File: src/rtl/cmp_timer_pkg.sv
package cmp_timer_pkg;
    typedef enum logic [1:0] {
        ST_STOP = 2'd0,
        ST_RUN  = 2'd1,
        ST_HOLD = 2'd2
    } tmr_state_e;

    localparam logic [3:0] OFS_CTRL  = 4'h0;
    localparam logic [3:0] OFS_COUNT = 4'h4;
    localparam logic [3:0] OFS_CH_EN   = 4'h0;
    localparam logic [3:0] OFS_CH_FLAG = 4'h4;
    localparam logic [3:0] OFS_CH_CMP  = 4'h8;
    localparam int         CTRL_RUN_BIT = 0;
    localparam int         CTRL_FRZ_BIT = 1;
    localparam int         CTRL_PSC_LSB = 8;
endpackage

File: src/rtl/cmp_timer_presc.sv
module cmp_timer_presc
    import cmp_timer_pkg::*;
#(
    parameter int PSC_W = 8
) (
    input  logic             clk,
    input  logic             rst_n,
    input  logic             run,
    input  logic             frz,
    input  logic             debug_halt,
    input  logic [PSC_W-1:0] psc,
    input  logic             restart,
    output logic             tick
);
    tmr_state_e       state_q, state_d;
    logic [PSC_W-1:0] div_q;

    always_comb begin
        if (!run)
            state_d = ST_STOP;
        else if (frz && debug_halt)
            state_d = ST_HOLD;
        else
            state_d = ST_RUN;
    end

    always_ff @(posedge clk or negedge rst_n) begin
        if (!rst_n)
            state_q <= ST_STOP;
        else
            state_q <= state_d;
    end

    always_comb begin
        tick = 1'b0;
        unique case (state_q)
            ST_STOP: tick = 1'b0;
            ST_RUN:  tick = (div_q == psc) && !restart;
            ST_HOLD: tick = 1'b0;
            default: tick = 1'b0;
        endcase
    end

    always_ff @(posedge clk or negedge rst_n) begin
        if (!rst_n)
            div_q <= '0;
        else if (restart || state_q == ST_STOP)
            div_q <= '0;
        else if (state_q == ST_RUN)
            div_q <= (div_q == psc) ? '0 : div_q + 1'b1;
    end
endmodule

File: src/rtl/cmp_timer_chan.sv
module cmp_timer_chan #(
    parameter int CNT_W = 32
) (
    input  logic             clk,
    input  logic             rst_n,
    input  logic             wr_en_reg,
    input  logic             wr_flag_reg,
    input  logic             wr_cmp_reg,
    input  logic [CNT_W-1:0] wdata,
    input  logic             tick,
    input  logic [CNT_W-1:0] cnt_next,
    output logic             en_o,
    output logic             flag_o,
    output logic [CNT_W-1:0] cmp_o,
    output logic             irq_o
);
    logic hit;

    assign hit = tick && en_o && (cnt_next == cmp_o);

    always_ff @(posedge clk or negedge rst_n) begin
        if (!rst_n) begin
            en_o  <= 1'b0;
            cmp_o <= '0;
        end else begin
            if (wr_en_reg)  en_o  <= wdata[0];
            if (wr_cmp_reg) cmp_o <= wdata;
        end
    end

    always_ff @(posedge clk or negedge rst_n) begin
        if (!rst_n)
            flag_o <= 1'b0;
        else if (hit)
            flag_o <= 1'b1;
        else if (wr_flag_reg && wdata[0])
            flag_o <= 1'b0;
    end

    assign irq_o = flag_o & en_o;
endmodule

File: src/rtl/cmp_timer.sv
module cmp_timer
    import cmp_timer_pkg::*;
#(
    parameter int CNT_W  = 32,
    parameter int PSC_W  = 8,
    parameter int N_CH   = 4,
    parameter int ADDR_W = 8
) (
    input  logic              clk,
    input  logic              rst_n,
    input  logic              debug_halt,
    input  logic              wr_en,
    input  logic [ADDR_W-1:0] addr,
    input  logic [CNT_W-1:0]  wdata,
    output logic [CNT_W-1:0]  rdata,
    output logic [N_CH-1:0]   irq
);
    localparam int GRP_W = ADDR_W - 4;

    logic             run_q, frz_q;
    logic [PSC_W-1:0] psc_q;
    logic [CNT_W-1:0] cnt_q, cnt_nxt;
    logic             tick, cnt_wr, ctrl_wr;
    logic [GRP_W-1:0] grp;
    logic [3:0]       sub;

    logic [N_CH-1:0]  en_q, flag_q;
    logic [CNT_W-1:0] cmp_q [N_CH];

    assign grp     = addr[ADDR_W-1:4];
    assign sub     = addr[3:0];
    assign ctrl_wr = wr_en && grp == '0 && sub == OFS_CTRL;
    assign cnt_wr  = wr_en && grp == '0 && sub == OFS_COUNT;
    assign cnt_nxt = cnt_q + 1'b1;

    always_ff @(posedge clk or negedge rst_n) begin
        if (!rst_n) begin
            run_q <= 1'b0;
            frz_q <= 1'b0;
            psc_q <= '0;
        end else if (ctrl_wr) begin
            run_q <= wdata[CTRL_RUN_BIT];
            frz_q <= wdata[CTRL_FRZ_BIT];
            psc_q <= wdata[CTRL_PSC_LSB +: PSC_W];
        end
    end

    always_ff @(posedge clk or negedge rst_n) begin
        if (!rst_n)
            cnt_q <= '0;
        else if (cnt_wr)
            cnt_q <= wdata;
        else if (tick)
            cnt_q <= cnt_nxt;
    end

    cmp_timer_presc #(.PSC_W(PSC_W)) u_presc (
        .clk        (clk),
        .rst_n      (rst_n),
        .run        (run_q),
        .frz        (frz_q),
        .debug_halt (debug_halt),
        .psc        (psc_q),
        .restart    (cnt_wr),
        .tick       (tick)
    );

    for (genvar k = 0; k < N_CH; k++) begin : g_ch
        logic grp_hit;
        assign grp_hit = wr_en && grp == GRP_W'(k + 1);

        cmp_timer_chan #(.CNT_W(CNT_W)) u_chan (
            .clk         (clk),
            .rst_n       (rst_n),
            .wr_en_reg   (grp_hit && sub == OFS_CH_EN),
            .wr_flag_reg (grp_hit && sub == OFS_CH_FLAG),
            .wr_cmp_reg  (grp_hit && sub == OFS_CH_CMP),
            .wdata       (wdata),
            .tick        (tick),
            .cnt_next    (cnt_nxt),
            .en_o        (en_q[k]),
            .flag_o      (flag_q[k]),
            .cmp_o       (cmp_q[k]),
            .irq_o       (irq[k])
        );
    end

    always_comb begin
        rdata = '0;
        if (grp == '0) begin
            if (sub == OFS_CTRL) begin
                rdata[CTRL_RUN_BIT]             = run_q;
                rdata[CTRL_FRZ_BIT]             = frz_q;
                rdata[CTRL_PSC_LSB +: PSC_W]    = psc_q;
            end else if (sub == OFS_COUNT) begin
                rdata = cnt_q;
            end
        end
        for (int k = 0; k < N_CH; k++) begin
            if (grp == GRP_W'(k + 1)) begin
                if (sub == OFS_CH_EN)        rdata[0] = en_q[k];
                else if (sub == OFS_CH_FLAG) rdata[0] = flag_q[k];
                else if (sub == OFS_CH_CMP)  rdata = cmp_q[k];
            end
        end
    end
endmodule

File: config.mk
export PLATFORM = sky130hd
export DESIGN_NAME = cmp_timer
export DESIGN_NICKNAME = d
export VERILOG_FILES = /design/src/rtl/cmp_timer_pkg.sv /design/src/rtl/cmp_timer_presc.sv /design/src/rtl/cmp_timer_chan.sv /design/src/rtl/cmp_timer.sv
export SDC_FILE = /design/constraint.sdc
export NUM_CORES = 1
export LEC_CHECK = 0
export ABC_AREA = 1
export BUFFER_PORTS_ARGS = -buffer_cell sky130_fd_sc_hd__buf_2
export CORE_UTILIZATION = 51
export CTS_CLUSTER_SIZE = 20
export DETAILED_ROUTE_END_ITERATION = 6
export GPL_ROUTABILITY_DRIVEN = 0
export PLACE_DENSITY_LB_ADDON = 0.08
export SETUP_SLACK_MARGIN = 0.4
export SLEW_MARGIN = 10
export SYNTH_ARGS = -nofsm -noshare
export SYNTH_HDL_FRONTEND = slang
export SYNTH_HIERARCHICAL = 1
export SYNTH_SLANG_ARGS = --single-unit
File: constraint.sdc
create_clock -name clk -period 8.17 [get_ports clk]
set_clock_uncertainty 0.05 [all_clocks]
set_input_delay 0.817 -clock clk [delete_from_list [all_inputs] [get_ports clk]]
set_output_delay 0.817 -clock clk [all_outputs]
set_load 0.05 [all_outputs]
Yosys cells after proc, flatten, opt, wreduce, memory -nomap -nowiden
Cells that the tools add are included.
- output and inout port bits: 36
- register bits after elaboration: 188
- bits of input ports: 44
- word-level logic and storage cells: 126
- reductions and logical operators: 44
- bitwise gates (word level): 4
- equality and inequality tests: 12
- muxes and demuxes: 46
- add/subtract/negate cells: 2
- operators with widths (cell ; count):
    2-to-1 mux 32 bit ; 12
    2-to-1 mux 31 bit ; 8
    equality test 32 bit ; 4
    logical AND 1 bit ; 33
    adder 32 x 1 -> 32 bit (second input constant) ; 1
    2-to-1 mux 8 bit ; 4
    2-to-1 mux 1 bit ; 17
    2-to-1 mux 16 bit ; 1
    nonzero test 2 bit ; 6
    adder 8 x 1 -> 8 bit (second input constant) ; 1
    equality test 4 x 2 -> 1 bit (second input constant) ; 2
    equality test 4 x 3 -> 1 bit (second input constant) ; 2
    equality test 8 bit ; 1
    zero test 4 bit ; 2
    2-to-1 mux 2 bit ; 3
    2-to-1 mux 6 bit ; 1
    bitwise AND 1 bit ; 4
    equality test 4 x 1 -> 1 bit (second input constant) ; 1
    equality test 4 bit (second input constant) ; 1
    equality test 2 x 1 -> 1 bit (second input constant) ; 1
    zero test 2 bit ; 1
    zero test 1 bit ; 1
    logical OR 1 bit ; 1

Longest topological paths before layout
Gate-level depths: netlist of the first run.
- depth after elaboration: 20
- mapped depth: 20
- gate-level depth less buffers: 20

Cells and area by module
Netlist of the first run, hierarchy kept.
- by module, submodules not included (module ; seq. area each (µm²) ; times used ; area each (µm²) ; cells each):
    cmp_timer_chan ; 850.8 ; 4 ; 1849.3 ; 229
    cmp_timer ; 1051.0 ; 1 ; 3926.3 ; 600
    cmp_timer_presc ; 250.2 ; 1 ; 695.7 ; 103

Worst setup path after synthesis of the first run
No wires, ideal clock.
- kind: input to output
- start: in addr[1]
- end: out rdata[16]
- path buffers: 2
- data arrival time: 2.872 ns
- stages: 7
- setup slack: 4.431 ns
- data required time: 7.303 ns
- cell sequence: nor2_2 nand3_1 nor2_1 clkbuf_1 buf_2 nand2_1 a31oi_1
- cells in the longest elaborated chain, start to end: 20
- elaborated cells on any way between the ends: 22
- those cells by class: eq/ne: 2; mux: 19; reduce/logical: 1
- RTL lines (item ; RTL line ; text):
    start: declaration ; cmp_timer.sv:13 ; input logic [ADDR_W-1:0] addr,
    equality test 4 x 3 -> 1 bit ; cmp_timer.sv:95, cmp_timer.sv:102 ;
    2-to-1 mux 32 bit ; cmp_timer.sv:95 ; end else if (sub == OFS_COUNT) begin
    2-to-1 mux 16 bit ; cmp_timer.sv:91 ; if (sub == OFS_CTRL) begin
    2-to-1 mux 32 bit ; cmp_timer.sv:90 ; if (grp == '0) begin
    2-to-1 mux 32 bit ; cmp_timer.sv:103 ; else if (sub == OFS_CH_CMP) rdata = cmp_q[k];
    2-to-1 mux 31 bit ; cmp_timer.sv:102 ; else if (sub == OFS_CH_FLAG) rdata[0] = flag_q[k];
    2-to-1 mux 31 bit ; cmp_timer.sv:101 ; if (sub == OFS_CH_EN) rdata[0] = en_q[k];
    2-to-1 mux 32 bit ; cmp_timer.sv:100 ; if (grp == GRP_W'(k + 1)) begin
    (+4 left out) ; -- ;
    2-to-1 mux 32 bit ; cmp_timer.sv:103 ;
    2-to-1 mux 31 bit ; cmp_timer.sv:102 ;
    2-to-1 mux 31 bit ; cmp_timer.sv:101 ;
    2-to-1 mux 32 bit ; cmp_timer.sv:100 ;
    2-to-1 mux 32 bit ; cmp_timer.sv:103 ;
    2-to-1 mux 31 bit ; cmp_timer.sv:102 ;
    2-to-1 mux 31 bit ; cmp_timer.sv:101 ;
    2-to-1 mux 32 bit (*) ; cmp_timer.sv:100 ;
    end: declaration ; cmp_timer.sv:15 ; output logic [CNT_W-1:0] rdata,
Every way passes the cells marked *; elsewhere a longest branch is shown, timed or not.

Worst setup path after layout of the first run
- start: in addr[6]
- end: reg cnt_q[28]
- cells in the longest elaborated chain, start to end: 7
- elaborated cells on any way between the ends: 8
- those cells by class: mux: 2; reduce/logical: 6
- RTL lines (item ; RTL line ; text):
    zero test 4 bit ; cmp_timer.sv:33 ; assign cnt_wr = wr_en && grp == '0 && sub == OFS_COUNT;
    logical AND 1 bit (2 in a row) ; cmp_timer.sv:33 ;
    zero test 1 bit ; cmp_timer_presc.sv:38 ; ST_RUN: tick = (div_q == psc) && !restart;
    logical AND 1 bit ; cmp_timer_presc.sv:38 ;
    2-to-1 mux 1 bit ; cmp_timer_presc.sv:36 ; unique case (state_q)
    named net tick ; cmp_timer.sv:23 ; logic tick, cnt_wr, ctrl_wr;
    nonzero test 2 bit (no line) ; -- ;
    end signal: assignment ; cmp_timer.sv:52 ; cnt_q <= wdata;
    end signal: assignment ; cmp_timer.sv:54 ; cnt_q <= cnt_nxt;
    end: declaration ; cmp_timer.sv:22 ; logic [CNT_W-1:0] cnt_q, cnt_nxt;
The timed path passes the listed nets, and every way through them passes these cells.
A chain may end at the register's enable or synchronous reset.

==> results.sh, run 1 <==
export IMPL_postSynthCellCount=1619
export IMPL_min_path_type="input port to asynchronous set/reset pin"
export IMPL_overflow=0
export IMPL_hold_viol_final=0
export IMPL_status="finished with violations"
export IMPL_syn_avg_cell_area_um2=7.42
export IMPL_start_util_pct=52.6
export IMPL_switching_share_pct=32.8
export IMPL_die_h_um=156
export IMPL_grt_antenna_before_repair=0
export IMPL_criticalPathCategory="input port to flop"
export IMPL_critPathArrivalTime_ns=5.78
export IMPL_root_buffer="clkbuf_16"
export IMPL_wl_per_cell_um=17.8
export IMPL_rows=55
export IMPL_setup_viol=0
export IMPL_slew_headroom_pct=33.5
export IMPL_cellLeakagePower_uw=0.00633
export IMPL_r2r_start="cnt_q[0]"
export IMPL_ys_ff_latch=188
export IMPL_vias=10800
export IMPL_violations="DRC"
export IMPL_die_w_um=156
export IMPL_seq_area_frac_synth_pct=39.1
export IMPL_synth_area_um2=12000
export IMPL_power_density_nw_per_um2=180
export IMPL_slew_violations=0
export IMPL_worst_pin_slew_ns=0.997
export IMPL_drt_wl_total_mm=35.6
export IMPL_r2r_cells=17
export IMPL_synth_cell_types=43
export IMPL_start_kind="input port"
export IMPL_hpwl_mm=25.4
export IMPL_regToRegSetupSlack_ns=4.50
export IMPL_syn_to_final_growth_pct=9.77
export IMPL_clk_path_buf_depth=2
export IMPL_remaining_drc_errors=1
export IMPL_final_cell_area_um2=13200
export IMPL_grt_pass1_wl_mm=56.4
export IMPL_htree_levels=4
export IMPL_hold_buffers=0
export IMPL_dieArea_um2=24200
export IMPL_p_switching_uw=778
export IMPL_holdWs_ns=0.429
export IMPL_grt_setup_unrepaired="no"
export IMPL_syn_nets=1665
export IMPL_clk_latency_ns=0.44
export IMPL_ioPinCount=80
export IMPL_synth_flop_cell="dfrtp_1"
export IMPL_reg2reg_to="g_ch[0].u_chan/flag_o"
export IMPL_core_region_area_um2=22800
export IMPL_cp_max_fo=28
export IMPL_fin_nets=1720
export IMPL_setup_ws_ns=2.71
export IMPL_cts_tree="done"
export IMPL_io_buffer_count=79
export IMPL_ant_nets=0
export IMPL_viasPerCell=5.38
export IMPL_postCtsSetupRepairBufs=0
export IMPL_p_clk_share_pct=35.0
export IMPL_max_freq_ghz=0.183
export IMPL_crit_path_end_kind="flop"
export IMPL_seq_power_share_pct=45.4
export IMPL_finalCritPeriodShare_pct=66.8
export IMPL_cts_resized_gates=0
export IMPL_ir_worst_vdd_mv=0.129
export IMPL_ys_async_sr_fraction_pct=100
export IMPL_grt_usage_pct=30.6
export IMPL_clk_pin_slew_ns=0.08
export IMPL_power_frac_comb_pct=19.6
export IMPL_yosys_warnings=6
export IMPL_drt_pass1_iterations=7
export IMPL_synth_edf_count=0
export IMPL_first_global_vias=10200
export IMPL_placed_cell_area_um2=12600
export IMPL_drt_iter0_markers=896
export IMPL_tns_ns=0
export IMPL_maxCapViolCount=0
export IMPL_antenna_cells=0
export IMPL_p_int_uw=1600
export IMPL_place_ws_ns=2.47
export IMPL_min_period_ns=5.46
export IMPL_crit_required_ns=8.50
export IMPL_cts_made_buffers=17
export IMPL_cts_sinks=188
export IMPL_grt_max_degree=114
export IMPL_drive_gt1_share_pct=13.9
sequential cells by signal (all words and copies together), names as in the netlist:
| name | count |
|---|---|
| run_q | 1 |
| g_ch.u_chan/cmp_o | 128 |
| g_ch.u_chan/flag_o | 4 |
| cnt_q | 32 |
| psc_q | 8 |
| frz_q | 1 |
| g_ch.u_chan/en_o | 4 |
| u_presc/state_q | 2 |
| u_presc/div_q | 8 |
power groups by stage:
| stage | logic, µW | registers, µW | clock network, µW |
|---|---|---|---|
| 6_report | 466 | 1080 | 830 |
| 5_1_grt | 525 | 1090 | 880 |
| 4_1_cts | 461 | 1080 | 841 |
| 3_5_place_dp | 457 | 1090 | 0 |
| 3_3_place_gp | 451 | 1090 | 0 |
| 2_1_floorplan | 324 | 1070 | 0 |
cells by family (layout without fill, tap and decap cells):
family	after synthesis	in the layout	share of synthesized area, %
simple gates	757	757	26.1
xor+xnor	79	79	5.76
compound gates	242	242	12.2
buf+inv	299	367	10.3
fa+ha+maj	2	2	0.208
flops	188	188	39.1
mux	52	52	6.37
cells in the final DEF, fill, tap and decap left out, types with 7 or more instances in the layout:
master     instances
mux2_4            48
buf_4              9
buf_2             78
o211ai_1          27
a211oi_1          10
o21ai_0          116
nor2_1           147
xnor2_1           33
a221oi_1          13
nand3_1           54
o21ai_1            9
nand2_1          491
inv_2             17
clkbuf_16         17
nand2_2            7
nor2_4             8
o221ai_1           7
xor2_1            46
a21oi_1           26
nor2_2            14
inv_1            226
nor3_1            12
dfrtp_1          188
a31oi_1           15
layout make-up:
class / instances / area (µm²)
clock buffers: 19 / 443
clock inverters: 13 / 133
fillers: 2211 / 9650
inverters: 247 / 927
multi-input cells: 1132 / 6120
flip-flops and latches: 188 / 4700
well taps: 313 / 392
repair buffers: 88 / 472
worst max path at each step:
| stage | cells past startpoint | end | startpoint | slack, ns |
|---|---|---|---|---|
| 2_1_floorplan | 7 | rdata[16] | addr[1] | 4.43 |
| 3_3_place_gp | 14 | cnt_q[26] | addr[6] | 2.68 |
| 3_5_place_dp | 14 | cnt_q[28] | addr[6] | 2.47 |
| 4_1_cts | 14 | cnt_q[28] | addr[6] | 2.88 |
| 5_1_grt | 14 | cnt_q[26] | addr[6] | 2.48 |
| 6_report | 14 | cnt_q[28] | addr[6] | 2.71 |
layer usage:
layer  track usage [%]  part of all wire, %
met2              48.4                   46
met4              9.38                  2.5
met5                 0                    0
met1              43.4                   46
met3              4.40                  6.0
Yosys cell counts, drive strengths merged (8+ instances only):
| cell type | count | area, µm² |
|---|---|---|
| a211oi | 10 | 75.1 |
| a21oi | 26 | 130 |
| a221oi | 13 | 114 |
| a31oi | 15 | 93.8 |
| buf | 31 | 226 |
| clkbuf | 21 | 78.8 |
| dfrtp | 188 | 4700 |
| inv | 243 | 912 |
| mux2 | 52 | 766 |
| nand2 | 498 | 1880 |
| nand3 | 60 | 330 |
| nand4 | 8 | 71.3 |
| nor2 | 169 | 692 |
| nor3 | 19 | 136 |
| o211ai | 27 | 203 |
| o21ai | 126 | 634 |
| xnor2 | 33 | 289 |
| xor2 | 46 | 403 |
metrics by stage:
stage,instances,power (µW),utilization [%]
2_1_floorplan,1619,1400,-
3_3_place_gp,1968,1540,55.2
3_5_place_dp,1968,1550,55.2
4_1_cts,2000,2380,57.7
5_1_grt,2000,2490,57.7
6_report,2000,2370,57.7
worst max-delay path: stages:
cell and delay (ns):
buf_2 0.10, inv_1 0.06, nand2_1 0.09, nor2_1 0.73
inv_1 0.12, nor2_2 0.70, inv_2 0.38, nor2_4 0.67
nor2_1 0.30, nor2_2 0.49, clkinv_1 0.77, o21ai_0 0.41
inv_1 0.06, nand2_1 0.06
Power figures use the tool's default switching activity.
==> run 2: changes to the inputs <==
==> constraint.sdc (replaced) <==
create_clock -name clk -period 5.5 [get_ports clk]
set_clock_uncertainty 0.05 [all_clocks]
set_input_delay 0.55 -clock clk [delete_from_list [all_inputs] [get_ports clk]]
set_output_delay 0.55 -clock clk [all_outputs]
set_load 0.05 [all_outputs]
==> run 2 against run 1 <==
  * The run now ends clean
  * Global-route usage rose by 0.094 points
  * Final area rose by 0.28%
  * Sequential share of layout area fell by 0.10 points
  * Sequential power rose by 48%
  * First-iteration DRC count fell by 8.3%
  * Power rose by 47%
  * Via count rose by 0.57%
  * Cell count rose by 0.15%
  * Die area did not move
  * Register-to-register slack got worse by 2.8 ns
  * Critical path depth fell by 4
  * Critical path type is now input port to output pin
==> results.sh, run 2 (synthesis gave the netlist of run 1 again) <==
export IMPL_final_cell_area_um2=13200
export IMPL_drt_iter0_markers=822
export IMPL_largest_register_ffs=128
export IMPL_ioPinCount=80
export IMPL_drt_pass1_iterations=5
export IMPL_grt_setup_unrepaired="no"
export IMPL_slew_violations=0
export IMPL_drive_gt1_share_pct=13.9
export IMPL_ir_worst_vdd_mv=0.179
export IMPL_slowest_delay_ns=0.52
export IMPL_start_kind="input port"
export IMPL_status="finished, final reports clean"
export IMPL_overflow=0
export IMPL_first_global_vias=10500
export IMPL_cellLeakagePower_uw=0.00635
export IMPL_wl_per_cell_um=17.8
export IMPL_placed_cell_area_um2=12700
export IMPL_remaining_drc_errors=0
export IMPL_core_region_area_um2=22800
export IMPL_layout_cells_most_common="nand2_1"
export IMPL_largestRegisters="g_ch.u_chan/cmp_o: 128 flops, cnt_q: 32 flops"
export IMPL_final_cell_mix="nand2_1 (491), inv_1 (226), dfrtp_1 (188), nor2_1 (147), o21ai_0 (116)"
export IMPL_max_freq_ghz=0.253
export IMPL_slew_headroom_pct=35.6
export IMPL_ant_nets=0
export IMPL_finalCritPeriodShare_pct=71.9
export IMPL_min_path_type="input port to asynchronous set/reset pin"
export IMPL_worst_pin_slew_ns=0.960
export IMPL_hpwl_mm=25.1
export IMPL_antenna_cells=0
export IMPL_critPathArrivalTime_ns=3.35
export IMPL_htree_levels=4
export IMPL_cts_tree="done"
export IMPL_clk_latency_ns=0.43
export IMPL_hold_viol_final=0
export IMPL_cp_max_fo=29
export IMPL_grt_max_degree=111
export IMPL_fin_nets=1723
export IMPL_die_w_um=156
export IMPL_clk_pin_slew_ns=0.07
export IMPL_cts_made_buffers=17
export IMPL_grt_usage_pct=30.7
export IMPL_maxCapViolCount=0
export IMPL_min_period_ns=3.95
export IMPL_viasPerCell=5.40
export IMPL_vias=10800
export IMPL_drt_wl_total_mm=35.7
export IMPL_grt_pass1_wl_mm=56.8
export IMPL_postCtsSetupRepairBufs=0
export IMPL_cts_sinks=188
export IMPL_power_density_nw_per_um2=264
export IMPL_tns_ns=0
export IMPL_crit_path_end_kind="output pin"
export IMPL_slowest_stage="inv_1"
export IMPL_criticalPathCategory="input port to output pin"
export IMPL_setup_viol=0
export IMPL_grt_antenna_before_repair=0
export IMPL_rows=55
export IMPL_cp_cell_sequence="buf_2, nor2_2, nand3_1, nor2_2, buf_4, inv_1, o211ai_1, o21ai_0, a31oi_1, buf_2"
export IMPL_utilization_pct=57.9
export IMPL_start_util_pct=52.6
export IMPL_top_register="g_ch.u_chan/cmp_o"
export IMPL_crit_required_ns=4.90
export IMPL_io_buffer_count=79
export IMPL_hold_buffers=0
export IMPL_fillers=2212
export IMPL_die_h_um=156
export IMPL_root_buffer="clkbuf_16"
export IMPL_cts_resized_gates=0
export IMPL_dieArea_um2=24200
export IMPL_clk_path_buf_depth=2
export IMPL_syn_to_final_growth_pct=10.1
-- run 2: cell types whose count changed in the layout (fill, tap and decap cells not counted) --
cell      delta
inv_6        -3
inv_8        -1
clkinv_4     -2
clkbuf_1     +2
buf_12       +2
clkinv_2     +2
buf_4        +1
clkbuf_8     +2
-- run 2: where the power goes --
part	leakage [µW]	switching (µW)	internal, µW
Combinational	0.00382	448	235
Clock	0.000266	553	662
Sequential	0.00227	111	1490
Total	0.00635	1110	2390
-- run 2: cell type report --
class	count	area, µm²	share of cell area (%)
Multi-Input combinational cell	1132	6120	46.3
Tap cell	313	392	2.96
Timing Repair Buffer	91	519	3.92
Sequential cell	188	4700	35.6
Clock buffer	23	478	3.61
Clock inverter	9	87.6	0.662
Inverter	247	927	7.01
-- run 2: critical path, delay by kind of cell --
family	cells	cell delay, ns
compound gates	3	0.58
simple gates	3	0.88
buf+inv	4	1.32
-- run 2: stage by stage --
| stage | setup slack (ns) | hold WS [ns] | std cells | total power [µW] |
|---|---|---|---|---|
| after floorplan | 2.29 | 0.204 | 1619 | 2070 |
| after global placement | 1.49 | 0.447 | 1971 | 2280 |
| after detailed placement | 1.37 | 0.461 | 1971 | 2300 |
| after CTS | 1.57 | 0.112 | 2003 | 3500 |
| after global routing | 1.31 | 0.129 | 2003 | 3660 |
| final | 1.55 | 0.0833 | 2003 | 3500 |
-- run 2: final timing paths --
| check | cells past startpoint | to | start | slack, ns |
|---|---|---|---|---|
| max in group asynchronous | 2 | g_ch[3].u_chan/cmp_o[23] | rst_n | 4.24 |
| max | 10 | rdata[31] | addr[1] | 1.55 |
| min in group clk | 2 | u_presc/state_q[0] | debug_halt | 0.26 |
| max reg2reg | 17 | g_ch[3].u_chan/flag_o | cnt_q[0] | 1.67 |
| min reg2reg | 2 | g_ch[0].u_chan/flag_o | g_ch[0].u_chan/flag_o | 0.47 |
| min | 1 | u_presc/div_q[6] | rst_n | 0.08 |
-- run 2: per-layer routing --
layer  wire length [µm]  up-vias  global-route usage [%]
met4               1090        0                    12.1
met1              16000     5151                    42.0
met2              16500      360                    49.0
li1                   -     5236                       -
met3               2140       65                    4.65
met5                  0        -                       0
